===== src/rtl/ipa_pkg.sv =====
package ipa_pkg;
    typedef enum logic [1:0] {
        S_IDLE  = 2'd0,
        S_RUN   = 2'd1,
        S_WRITE = 2'd2
    } ipa_state_t;
endpackage


===== src/rtl/ipa_loader.sv =====
// Two serial chains assemble one row word: even columns and odd columns.
module ipa_loader #(
    parameter int N_COLS = 16,
    localparam int HALF = N_COLS / 2
) (
    input  logic              clk,
    input  logic              rst_n,
    input  logic              ld_shift,
    input  logic              ld_even_in,
    input  logic              ld_odd_in,
    output logic [N_COLS-1:0] ld_word
);
    logic [HALF-1:0] even_q;
    logic [HALF-1:0] odd_q;

    // New bits enter at the top, so the first bit shifted settles at index 0.
    always_ff @(posedge clk) begin
        if (!rst_n) begin
            even_q <= '0;
            odd_q  <= '0;
        end else if (ld_shift) begin
            even_q <= {ld_even_in, even_q[HALF-1:1]};
            odd_q  <= {ld_odd_in,  odd_q[HALF-1:1]};
        end
    end

    for (genvar k = 0; k < HALF; k++) begin : g_lane
        assign ld_word[2*k]   = even_q[k];
        assign ld_word[2*k+1] = odd_q[k];
    end
endmodule


===== src/rtl/ipa_rowcount.sv =====
// Per-row AND-and-count of stored bits against the current input plane.
module ipa_rowcount #(
    parameter int N_COLS = 16,
    parameter int ROWS   = 16,
    localparam int CW = $clog2(N_COLS + 1)
) (
    input  logic                   clk,
    input  logic                   rst_n,
    input  logic                   fire,
    input  logic [N_COLS-1:0]      x_plane,
    input  logic [ROWS*N_COLS-1:0] wmem,
    output logic [ROWS*CW-1:0]     cnt_rows
);
    for (genvar r = 0; r < ROWS; r++) begin : g_row
        logic [CW-1:0] sum;
        logic [CW-1:0] cnt_q;

        always_comb begin
            sum = '0;
            for (int c = 0; c < N_COLS; c++) begin
                sum = sum + CW'(wmem[r*N_COLS+c] & x_plane[c]);
            end
        end

        always_ff @(posedge clk) begin
            if (!rst_n)    cnt_q <= '0;
            else if (fire) cnt_q <= sum;
        end

        assign cnt_rows[r*CW +: CW] = cnt_q;
    end
endmodule


===== src/rtl/ipa_readback.sv =====
// Serial unload of one stored row, column 0 first.
module ipa_readback #(
    parameter int N_COLS = 16,
    parameter int ROWS   = 16,
    localparam int RW = (ROWS > 1) ? $clog2(ROWS) : 1
) (
    input  logic                   clk,
    input  logic                   rst_n,
    input  logic                   rd_load,
    input  logic                   rd_shift,
    input  logic [RW-1:0]          rd_row,
    input  logic [ROWS*N_COLS-1:0] wmem,
    output logic                   rd_bit
);
    logic [N_COLS-1:0] pick;
    logic [N_COLS-1:0] chain_q;

    always_comb begin
        pick = '0;
        for (int r = 0; r < ROWS; r++) begin
            if (rd_row == RW'(r)) pick = wmem[r*N_COLS +: N_COLS];
        end
    end

    always_ff @(posedge clk) begin
        if (!rst_n)        chain_q <= '0;
        else if (rd_load)  chain_q <= pick;
        else if (rd_shift) chain_q <= {1'b0, chain_q[N_COLS-1:1]};
    end

    assign rd_bit = chain_q[0];
endmodule


===== src/rtl/bitplane_ipa.sv =====
module bitplane_ipa
    import ipa_pkg::*;
#(
    parameter int N_COLS = 16,
    parameter int N_ELEM = 4,
    parameter int W_BITS = 4,
    parameter int X_BITS = 4,
    localparam int ROWS = N_ELEM * W_BITS,
    localparam int RW   = (ROWS > 1) ? $clog2(ROWS) : 1,
    localparam int CW   = $clog2(N_COLS + 1),
    localparam int JW   = (X_BITS > 1) ? $clog2(X_BITS) : 1
) (
    input  logic              clk,
    input  logic              rst_n,
    input  logic              ld_shift,
    input  logic              ld_even_in,
    input  logic              ld_odd_in,
    input  logic              wr_req,
    input  logic [RW-1:0]     wr_row,
    input  logic              x_valid,
    input  logic [N_COLS-1:0] x_plane,
    input  logic              rd_load,
    input  logic              rd_shift,
    input  logic [RW-1:0]     rd_row,
    output logic              rd_bit,
    output logic              cnt_valid,
    output logic [JW-1:0]     cnt_plane,
    output logic [ROWS*CW-1:0] cnt_rows
);
    ipa_state_t state, state_nx;
    logic [JW-1:0]          pl_idx, pl_nx;
    logic                   fire;
    logic                   do_write;
    logic                   last_pl;
    logic                   pend;
    logic [RW-1:0]          pend_row;
    logic [N_COLS-1:0]      pend_word;
    logic [N_COLS-1:0]      ld_word;
    logic [ROWS*N_COLS-1:0] wmem;

    assign last_pl = (pl_idx == JW'(X_BITS - 1));

    // State register
    always_ff @(posedge clk) begin
        if (!rst_n) begin
            state  <= S_IDLE;
            pl_idx <= '0;
        end else begin
            state  <= state_nx;
            pl_idx <= pl_nx;
        end
    end

    // Next state and outputs of the controller
    always_comb begin
        state_nx = state;
        pl_nx    = pl_idx;
        fire     = 1'b0;
        do_write = 1'b0;
        unique case (state)
            S_IDLE: begin
                if (pend) begin
                    state_nx = S_WRITE;
                end else if (x_valid) begin
                    fire     = 1'b1;
                    pl_nx    = last_pl ? '0 : pl_idx + 1'b1;
                    state_nx = last_pl ? S_IDLE : S_RUN;
                end
            end
            S_RUN: begin
                if (x_valid) begin
                    fire     = 1'b1;
                    pl_nx    = last_pl ? '0 : pl_idx + 1'b1;
                    state_nx = last_pl ? S_IDLE : S_RUN;
                end
            end
            S_WRITE: begin
                do_write = 1'b1;
                state_nx = S_IDLE;
            end
            default: state_nx = S_IDLE;
        endcase
    end

    // Pending write, captured with the word present at request time
    always_ff @(posedge clk) begin
        if (!rst_n) begin
            pend      <= 1'b0;
            pend_row  <= '0;
            pend_word <= '0;
        end else if (wr_req) begin
            pend      <= 1'b1;
            pend_row  <= wr_row;
            pend_word <= ld_word;
        end else if (do_write) begin
            pend      <= 1'b0;
        end
    end

    // Weight storage, changed only in WRITE
    always_ff @(posedge clk) begin
        if (!rst_n) begin
            wmem <= '0;
        end else if (do_write) begin
            for (int r = 0; r < ROWS; r++) begin
                if (pend_row == RW'(r)) wmem[r*N_COLS +: N_COLS] <= pend_word;
            end
        end
    end

    always_ff @(posedge clk) begin
        if (!rst_n) begin
            cnt_valid <= 1'b0;
            cnt_plane <= '0;
        end else begin
            cnt_valid <= fire;
            if (fire) cnt_plane <= pl_idx;
        end
    end

    ipa_loader #(.N_COLS(N_COLS)) i_loader (
        .clk(clk), .rst_n(rst_n), .ld_shift(ld_shift),
        .ld_even_in(ld_even_in), .ld_odd_in(ld_odd_in), .ld_word(ld_word)
    );

    ipa_rowcount #(.N_COLS(N_COLS), .ROWS(ROWS)) i_rowcount (
        .clk(clk), .rst_n(rst_n), .fire(fire), .x_plane(x_plane),
        .wmem(wmem), .cnt_rows(cnt_rows)
    );

    ipa_readback #(.N_COLS(N_COLS), .ROWS(ROWS)) i_readback (
        .clk(clk), .rst_n(rst_n), .rd_load(rd_load), .rd_shift(rd_shift),
        .rd_row(rd_row), .wmem(wmem), .rd_bit(rd_bit)
    );
endmodule


===== config.mk =====
export PLATFORM = sky130hd
export DESIGN_NAME = bitplane_ipa
export DESIGN_NICKNAME = d
export VERILOG_FILES = /design/src/rtl/ipa_pkg.sv /design/src/rtl/ipa_loader.sv /design/src/rtl/ipa_rowcount.sv /design/src/rtl/ipa_readback.sv /design/src/rtl/bitplane_ipa.sv
export SDC_FILE = /design/constraint.sdc
export NUM_CORES = 1
export LEC_CHECK = 0
export BUFFER_PORTS_ARGS = -buffer_cell sky130_fd_sc_hd__buf_2
export CORE_MARGIN = 2
export CORE_UTILIZATION = 31
export DETAILED_ROUTE_END_ITERATION = 6
export GPL_ROUTABILITY_DRIVEN = 0
export MAX_ROUTING_LAYER = met4
export REMOVE_ABC_BUFFERS = 1
export SLEW_MARGIN = 20
export SYNTH_ARGS = -nofsm -noshare
export SYNTH_HDL_FRONTEND = slang
export SYNTH_SLANG_ARGS = --single-unit
export TNS_END_PERCENT = 10

===== constraint.sdc =====
create_clock -name clk -period 6.38 [get_ports clk]
set_input_delay 0.319 -clock clk [delete_from_list [all_inputs] [get_ports clk]]
set_output_delay 0.319 -clock clk [all_outputs]
set_load 0.02 [all_outputs]

==> results of run 1 <==
## cell usage in the layout (no fill, tap or decap), drive strengths merged, types with 5 or more instances in the layout
| master | instances |
|---|---|
| buf | 151 |
| o32ai | 5 |
| ha | 81 |
| clkbuf | 70 |
| nor3b | 6 |
| xor2 | 16 |
| o22ai | 13 |
| and2 | 125 |
| a21o | 25 |
| a22oi | 24 |
| mux4 | 13 |
| nand2 | 493 |
| inv | 192 |
| xnor2 | 16 |
| dfxtp | 396 |
| nand4 | 6 |
| o21ai | 59 |
| a221oi | 6 |
| a21boi | 202 |
| a21oi | 78 |
| nor2b | 163 |
| clkinv | 10 |
| nand2b | 12 |
| nor2 | 30 |
| diode | 6 |
| o31ai | 7 |
| a211oi | 14 |
| and3b | 5 |
| nand3 | 155 |
| mux2 | 38 |
| mux2i | 148 |
| o211a | 16 |
| o221ai | 5 |
| o211ai | 10 |
| nor3 | 7 |
| fa | 160 |
## critical path, delay by kind of cell (launching register included)
family / cells / cell delay (ns)
fa+ha+maj: 6 / 2.71
buf+inv: 3 / 0.15
compound gates: 2 / 0.34
simple gates: 3 / 0.23
flops: 1 / 0.39
## layer usage
layer / vias to the layer above / part of all wire [%] / GRT usage, %
li1: 9249 / - / -
met1: 9956 / 44 / 28.77
met2: 859 / 44 / 31.70
met3: 138 / 9.0 / 3.667
met4: 0 / 2.9 / 6.094
met5: - / 0 / -
## sequential cells by signal (all words and copies together), names as in the netlist
signal,flops
cnt_plane,2
cnt_valid,1
i_loader.even_q,8
i_loader.odd_q,8
i_readback.chain_q,16
i_rowcount.g_row.cnt_q,80
pend,1
pend_row,4
pend_word,16
pl_idx,2
state,2
wmem,256
## final cells by class
| class | count | area (um^2) | area share [%] |
|---|---|---|---|
| multi-input cells | 1989 | 15220 | 55.23 |
| flip-flops and latches | 396 | 7930 | 28.78 |
| clock buffers | 70 | 1373 | 4.981 |
| well taps | 1050 | 1314 | 4.767 |
| repair buffers | 154 | 898.4 | 3.260 |
| inverters | 192 | 720.7 | 2.615 |
| clock inverters | 11 | 87.58 | 0.3178 |
| diodes | 6 | 15.01 | 0.05448 |
## synthesized netlist by cell type (all sizes together), types with 13 or more instances
| cell type | count |
|---|---|
| o22ai | 13 |
| nor2 | 30 |
| mux2i | 148 |
| buf | 75 |
| nand3 | 155 |
| fa | 160 |
| clkbuf | 148 |
| o21ai | 59 |
| inv | 191 |
| a22oi | 24 |
| dfxtp | 396 |
| nand2 | 493 |
| a21boi | 202 |
| mux4 | 13 |
| o211a | 16 |
| xor2 | 16 |
| xnor2 | 16 |
| a21o | 25 |
| and2 | 125 |
| mux2 | 38 |
| nor2b | 163 |
| a211oi | 14 |
| a21oi | 78 |
| ha | 81 |
## how the worst max path moves through the flow
stage,from,depth (start not counted),to,slack (ns)
floorplan,x_plane[15],13,i_rowcount.g_row[3].cnt_q[4]$_SDFFE_PN0P_,2.56
global placement,x_plane[13],14,i_rowcount.g_row[0].cnt_q[4]$_SDFFE_PN0P_,1.98
detailed placement,x_plane[0],15,i_rowcount.g_row[4].cnt_q[4]$_SDFFE_PN0P_,1.98
CTS,wmem[90]$_SDFFE_PN0P_,14,i_rowcount.g_row[5].cnt_q[2]$_SDFFE_PN0P_,2.40
global route,wmem[90]$_SDFFE_PN0P_,14,i_rowcount.g_row[5].cnt_q[2]$_SDFFE_PN0P_,2.18
finish,wmem[64]$_SDFFE_PN0P_,14,i_rowcount.g_row[4].cnt_q[4]$_SDFFE_PN0P_,2.43
## power by group
group / switching, W / total (W) / internal, W
Combinational: 0.000316 / 0.000438 / 0.000122
Sequential: 0.0000228 / 0.00252 / 0.00249
Clock: 0.00112 / 0.00263 / 0.00152
## cells by family after synthesis
kind of cell    after synthesis
compound gates              499
xor+xnor                     32
fa+ha+maj                   241
buf+inv                     415
flops                       396
mux                         199
simple gates               1018
## through the flow
step | cell area [um^2] | worst slack (ns) | hold slack, ns | cells
5_1_grt | 27560 | 2.182 | 0.08779 | 3868
6_report | 27560 | 2.432 | 0.07311 | 3868
3_3_place_gp | 26040 | 1.984 | 0.4480 | 3778
3_5_place_dp | 26040 | 1.982 | 0.4552 | 3778
4_1_cts | 27530 | 2.397 | 0.05072 | 3862
2_1_floorplan | 23810 | 2.557 | 0.4141 | 2577
## repair_timing
item                       4_1_cts  5_1_grt
setup endpoints to repair        0        0
hold buffers                     3        0
hold endpoints to repair         3        0
gates resized for setup          0        0
==> run metrics, run 1 <==
I/O pin cnt 117; crit path kind reg2reg; Crit-path slowest cell fa_1; Antenna Violating Nets Remaining 0; worst flop-to-flop path startpoint wmem[64]$_SDFFE_PN0P_; Synth Warn # 0; hold path endpoint pend_row[3]$_SDFFE_PN0P_; PwrDens 202.8 nW/um^2; Root Buffer clkbuf_16; Detailed Routing Iterations Pass 1 6; Synth Area in Compound Gates 14.11%; Tightest Pin Transition 1.232 ns; Setup Fix Bufs, Post-CTS 0; number of synthesized flops with an enable pin 0; Placeable Area 79130 um^2; final hold vios 0; DIE AREA 82330 um^2; Synth Flop Type dfxtp_1; max-slew violations 0; Clock Tree Buf Depth 3; distinct cell type count after synthesis 77; slew margin rel. 17.74%; CTS tree built; Max-cap violations 0; Final Util 34.83%; Hold Path Cell Cnt 3; Post-Synthesis Cell Area 24820 um^2; initial antenna violation count 7; FF-to-FF setup slack 2.43 ns; CP required 6.85 ns; Num CTS Buffers 46; Static Leak 10.82 nW; Nets 3053; Min-Delay Path Class in2reg; xor and xnor area share after synthesis 1.129%; VDD IR max 0.1667 mV; Worst Setup Start Kind flop; row cnt 103; Syn Area/Cell 8.863 um^2; gr usage total 21.02%; worst skew pair latency 0.59 ns; reg2reg path depth 14; Seq/Total Area, Yosys 31.95%; CP arrival 4.42 ns; chip height 286.9 um; Post-Synth Adder-Cell Area 16.99%; vias in the first global route 19490; Clock Sinks 396; Final min period 3.948 ns; Yosys top cell area share 31.95%; Worst Path Max Fanout 3; PortBufs 116; vias per cell 5.223; setup TNS 0 ns; RSZ-0062 raised after global routing false; Max Clk Rate 253.3 MHz; CP peak stage delay 0.57 ns; share of cells above drive strength 1 10.63%; Synth Area in Simple Gates 20.01%; proportion of synthesized area in mux cells 8.874%; worst clock skew 0.02580 ns; Post-synth ARST share 0%; cell taking the most area after synthesis dfxtp_1; Power Total 0.005588 W; CTS H-tree lvls 2; HP Start wr_row[3]; Worst-path clk slew 0.06 ns; Setup crit end kind flop; DP Wirelength 57.62 mm; CP dominant cell by count fa_1; reg2reg end i_rowcount.g_row[4].cnt_q[4]$_SDFFE_PN0P_; routed wire length 84.67 mm; main area contributors after synthesis dfxtp_1 32%, fa_1 13%, nand2_1 7.5%; Initial DRC Count 2188; DRC errors left 0; Area Overhead vs Synth 11.05%; GRT overflow 0; FILL cells 8227; wire length per cell 21.89 um; Cells after Synth 2800; die span in x 286.9 um; worst path cell trace nand2_1 -> fa_1 -> inv_1 -> fa_1 -> inv_1 -> fa_1 -> fa_1 -> inv_1 -> ha_1 -> fa_1 -> a21oi_1 -> nor2_1 -> a22oi_1 -> nor2b_1; Initial Utilization 31.36%; Yosys reg bits 396; final setup violation count 0; first-pass GRT wire length 127.3 mm; Final period util 61.88%; via count 20200; status finished, final reports clean; largest family of logic cells by synthesized area simple AND/OR/NAND/NOR gates; pin count of the biggest net entering global routing 213
No activity file was read; power rests on OpenSTA's default activity.
==> run 2, diff against run 1 <==
==> constraint.sdc (replaced) <==
create_clock -name clk -period 3.9 [get_ports clk]
set_input_delay 0.195 -clock clk [delete_from_list [all_inputs] [get_ports clk]]
set_output_delay 0.195 -clock clk [all_outputs]
set_load 0.02 [all_outputs]
==> run metrics, run 2 (synthesis gave the netlist of run 1 again) <==
CP Launch Point wmem[10]$_SDFFE_PN0P_; Initial Utilization 31.36%; Final Util 36.32%; placed cells 3883; Hold Path Cell Cnt 2; gr usage total 21.59%; Setup crit end kind flop; final hold vios 0; via count 20680; share of cells above drive strength 1 16.65%; vias in the first global route 20340; Initial DRC Count 1866; RSZ-0062 raised after global routing true; reg2reg end i_rowcount.g_row[0].cnt_q[4]$_SDFFE_PN0P_; DRC errors left 0; placed cell area 26940 um^2; Antenna Violating Nets Remaining 0; Power Total 0.009338 W; Max-cap violations 0; routed wire length 86.98 mm; FILL cells 8147; chip height 286.9 um; Detailed Routing Iterations Pass 1 7; final setup violation count 0; DP Wirelength 62.19 mm; Worst-path clk slew 0.06 ns; CTS tree built; post-route cell area 28740 um^2; die span in x 286.9 um; vias per cell 5.196; Final period util 97.03%; Worst Setup Start Kind flop; FF-to-FF setup slack 0.12 ns; PortBufs 116; hold path endpoint i_readback.chain_q[10]$_SDFFE_PN0P_; crit path kind reg2reg; reg2reg path depth 13; Placeable Area 79130 um^2; Final min period 3.784 ns; Top reg by flops wmem; Num CTS Buffers 48; commonest non-fill, non-tap cells in the layout 488 x nand2_1, 365 x dfxtp_1, 188 x a21boi_0, 187 x inv_1, 161 x nor2b_1; I/O pin cnt 117; CP arrival 4.27 ns; Max Clk Rate 264.3 MHz; Clock Sinks 396; row cnt 103; Worst Path Max Fanout 3; worst skew pair latency 0.60 ns; max reg flops 256; Layout Cells excl Fill 3980; biggest regs wmem (256), i_rowcount.g_row.cnt_q (80); max-slew violations 0; worst flop-to-flop path startpoint wmem[10]$_SDFFE_PN0P_; PwrDens 324.9 nW/um^2; Static Leak 11.44 nW; Tightest Pin Transition 1.273 ns; status finished, final reports clean; initial antenna violation count 5; VDD IR max 0.2309 mV; Clock Tree Buf Depth 3; HP Start rd_load; Nets 3166; CP required 4.38 ns; commonest non-fill, non-tap cell in the layout nand2_1; first-pass GRT wire length 130.9 mm; DIE AREA 82330 um^2; Root Buffer clkbuf_16; slew margin rel. 15.02%; GRT overflow 0; pin count of the biggest net entering global routing 139; wire length per cell 21.86 um; Area Overhead vs Synth 15.80%; worst clock skew 0.01407 ns; Min-Delay Path Class in2reg; CTS H-tree lvls 2
-- run 2: cell types whose count changed in the layout (fill, tap and decap cells not counted), moves of 15 or more --
| cell | change |
|---|---|
| a21oi_1 | -15 |
| a21oi_2 | +15 |
| buf_4 | +98 |
| dfxtp_1 | -29 |
| dfxtp_2 | +29 |
| fa_1 | -18 |
| fa_2 | +18 |
-- run 2: stage by stage --
stage                     setup slack (ns)  setup TNS, ns  hold WS [ns]
after floorplan                     0.1098              0        0.2901
after global placement             -0.3242         -10.16        0.4304
after detailed placement           -0.3223         -11.43        0.4349
after CTS                         0.008604              0       0.05561
after global routing              -0.05327        -0.2689        0.1303
final                               0.1158              0       0.09516
-- run 2: worst max-delay path by stage --
stage | end | slack [ns]
after floorplan | i_rowcount.g_row[4].cnt_q[4]$_SDFFE_PN0P_ | 0.11
after global placement | i_rowcount.g_row[5].cnt_q[2]$_SDFFE_PN0P_ | -0.32
after detailed placement | i_rowcount.g_row[5].cnt_q[2]$_SDFFE_PN0P_ | -0.32
after CTS | i_rowcount.g_row[15].cnt_q[2]$_SDFFE_PN0P_ | 0.009
after global routing | i_rowcount.g_row[3].cnt_q[3]$_SDFFE_PN0P_ | -0.05
final | i_rowcount.g_row[0].cnt_q[4]$_SDFFE_PN0P_ | 0.12
-- run 2: routing by layer --
layer  vias up  wire length (um)  share of wire (%)  global-route usage, %
li1       9475                 -                  -                      -
met1     10100             37150                 43                  28.85
met2       922             38920                 45                  32.76
met3       184              7766                8.9                  3.817
met4         0              3149                3.6                  7.526
met5         -                 0                  0                      -
-- run 2: layout make-up --
class | instances | area (um^2) | share of cell area [%]
Timing Repair Buffer | 265 | 1854 | 6.452
Inverter | 192 | 720.7 | 2.508
Clock buffer | 74 | 1450 | 5.046
Antenna cell | 5 | 12.51 | 0.04354
Multi-Input combinational cell | 1989 | 15350 | 53.41
Sequential cell | 396 | 7966 | 27.72
Clock inverter | 9 | 70.07 | 0.2438
Tap cell | 1050 | 1314 | 4.572
-- run 2: power by group --
part           leakage (nW)  switching (W)  internal, W  total [W]
logic                  7.47       0.000529     0.000244   0.000773
registers              3.21      0.0000409      0.00408    0.00412
clock network         0.757        0.00184      0.00260    0.00444
-- run 2: critical path, stage by stage (launching register included) --
cell and delay [ns]:
dfxtp_2 0.33, and2_4 0.15, fa_1 0.51, fa_1 0.54
inv_1 0.06, fa_2 0.56, inv_1 0.05, fa_1 0.45
ha_2 0.21, fa_2 0.38, a21oi_2 0.13, nor2_1 0.05
a22oi_1 0.18, nor2b_1 0.07
-- run 2: timing repair --
| action | in CTS | in global routing |
|---|---|---|
| hold buffers | 7 | 0 |
| setup buffers | 0 | 2 |
| gates resized for setup | 3 | 83 |
| pin swaps | 1 | 55 |
| endpoints found under the hold margin | 7 | 0 |
| endpoints found under the setup margin | 5 | 48 |
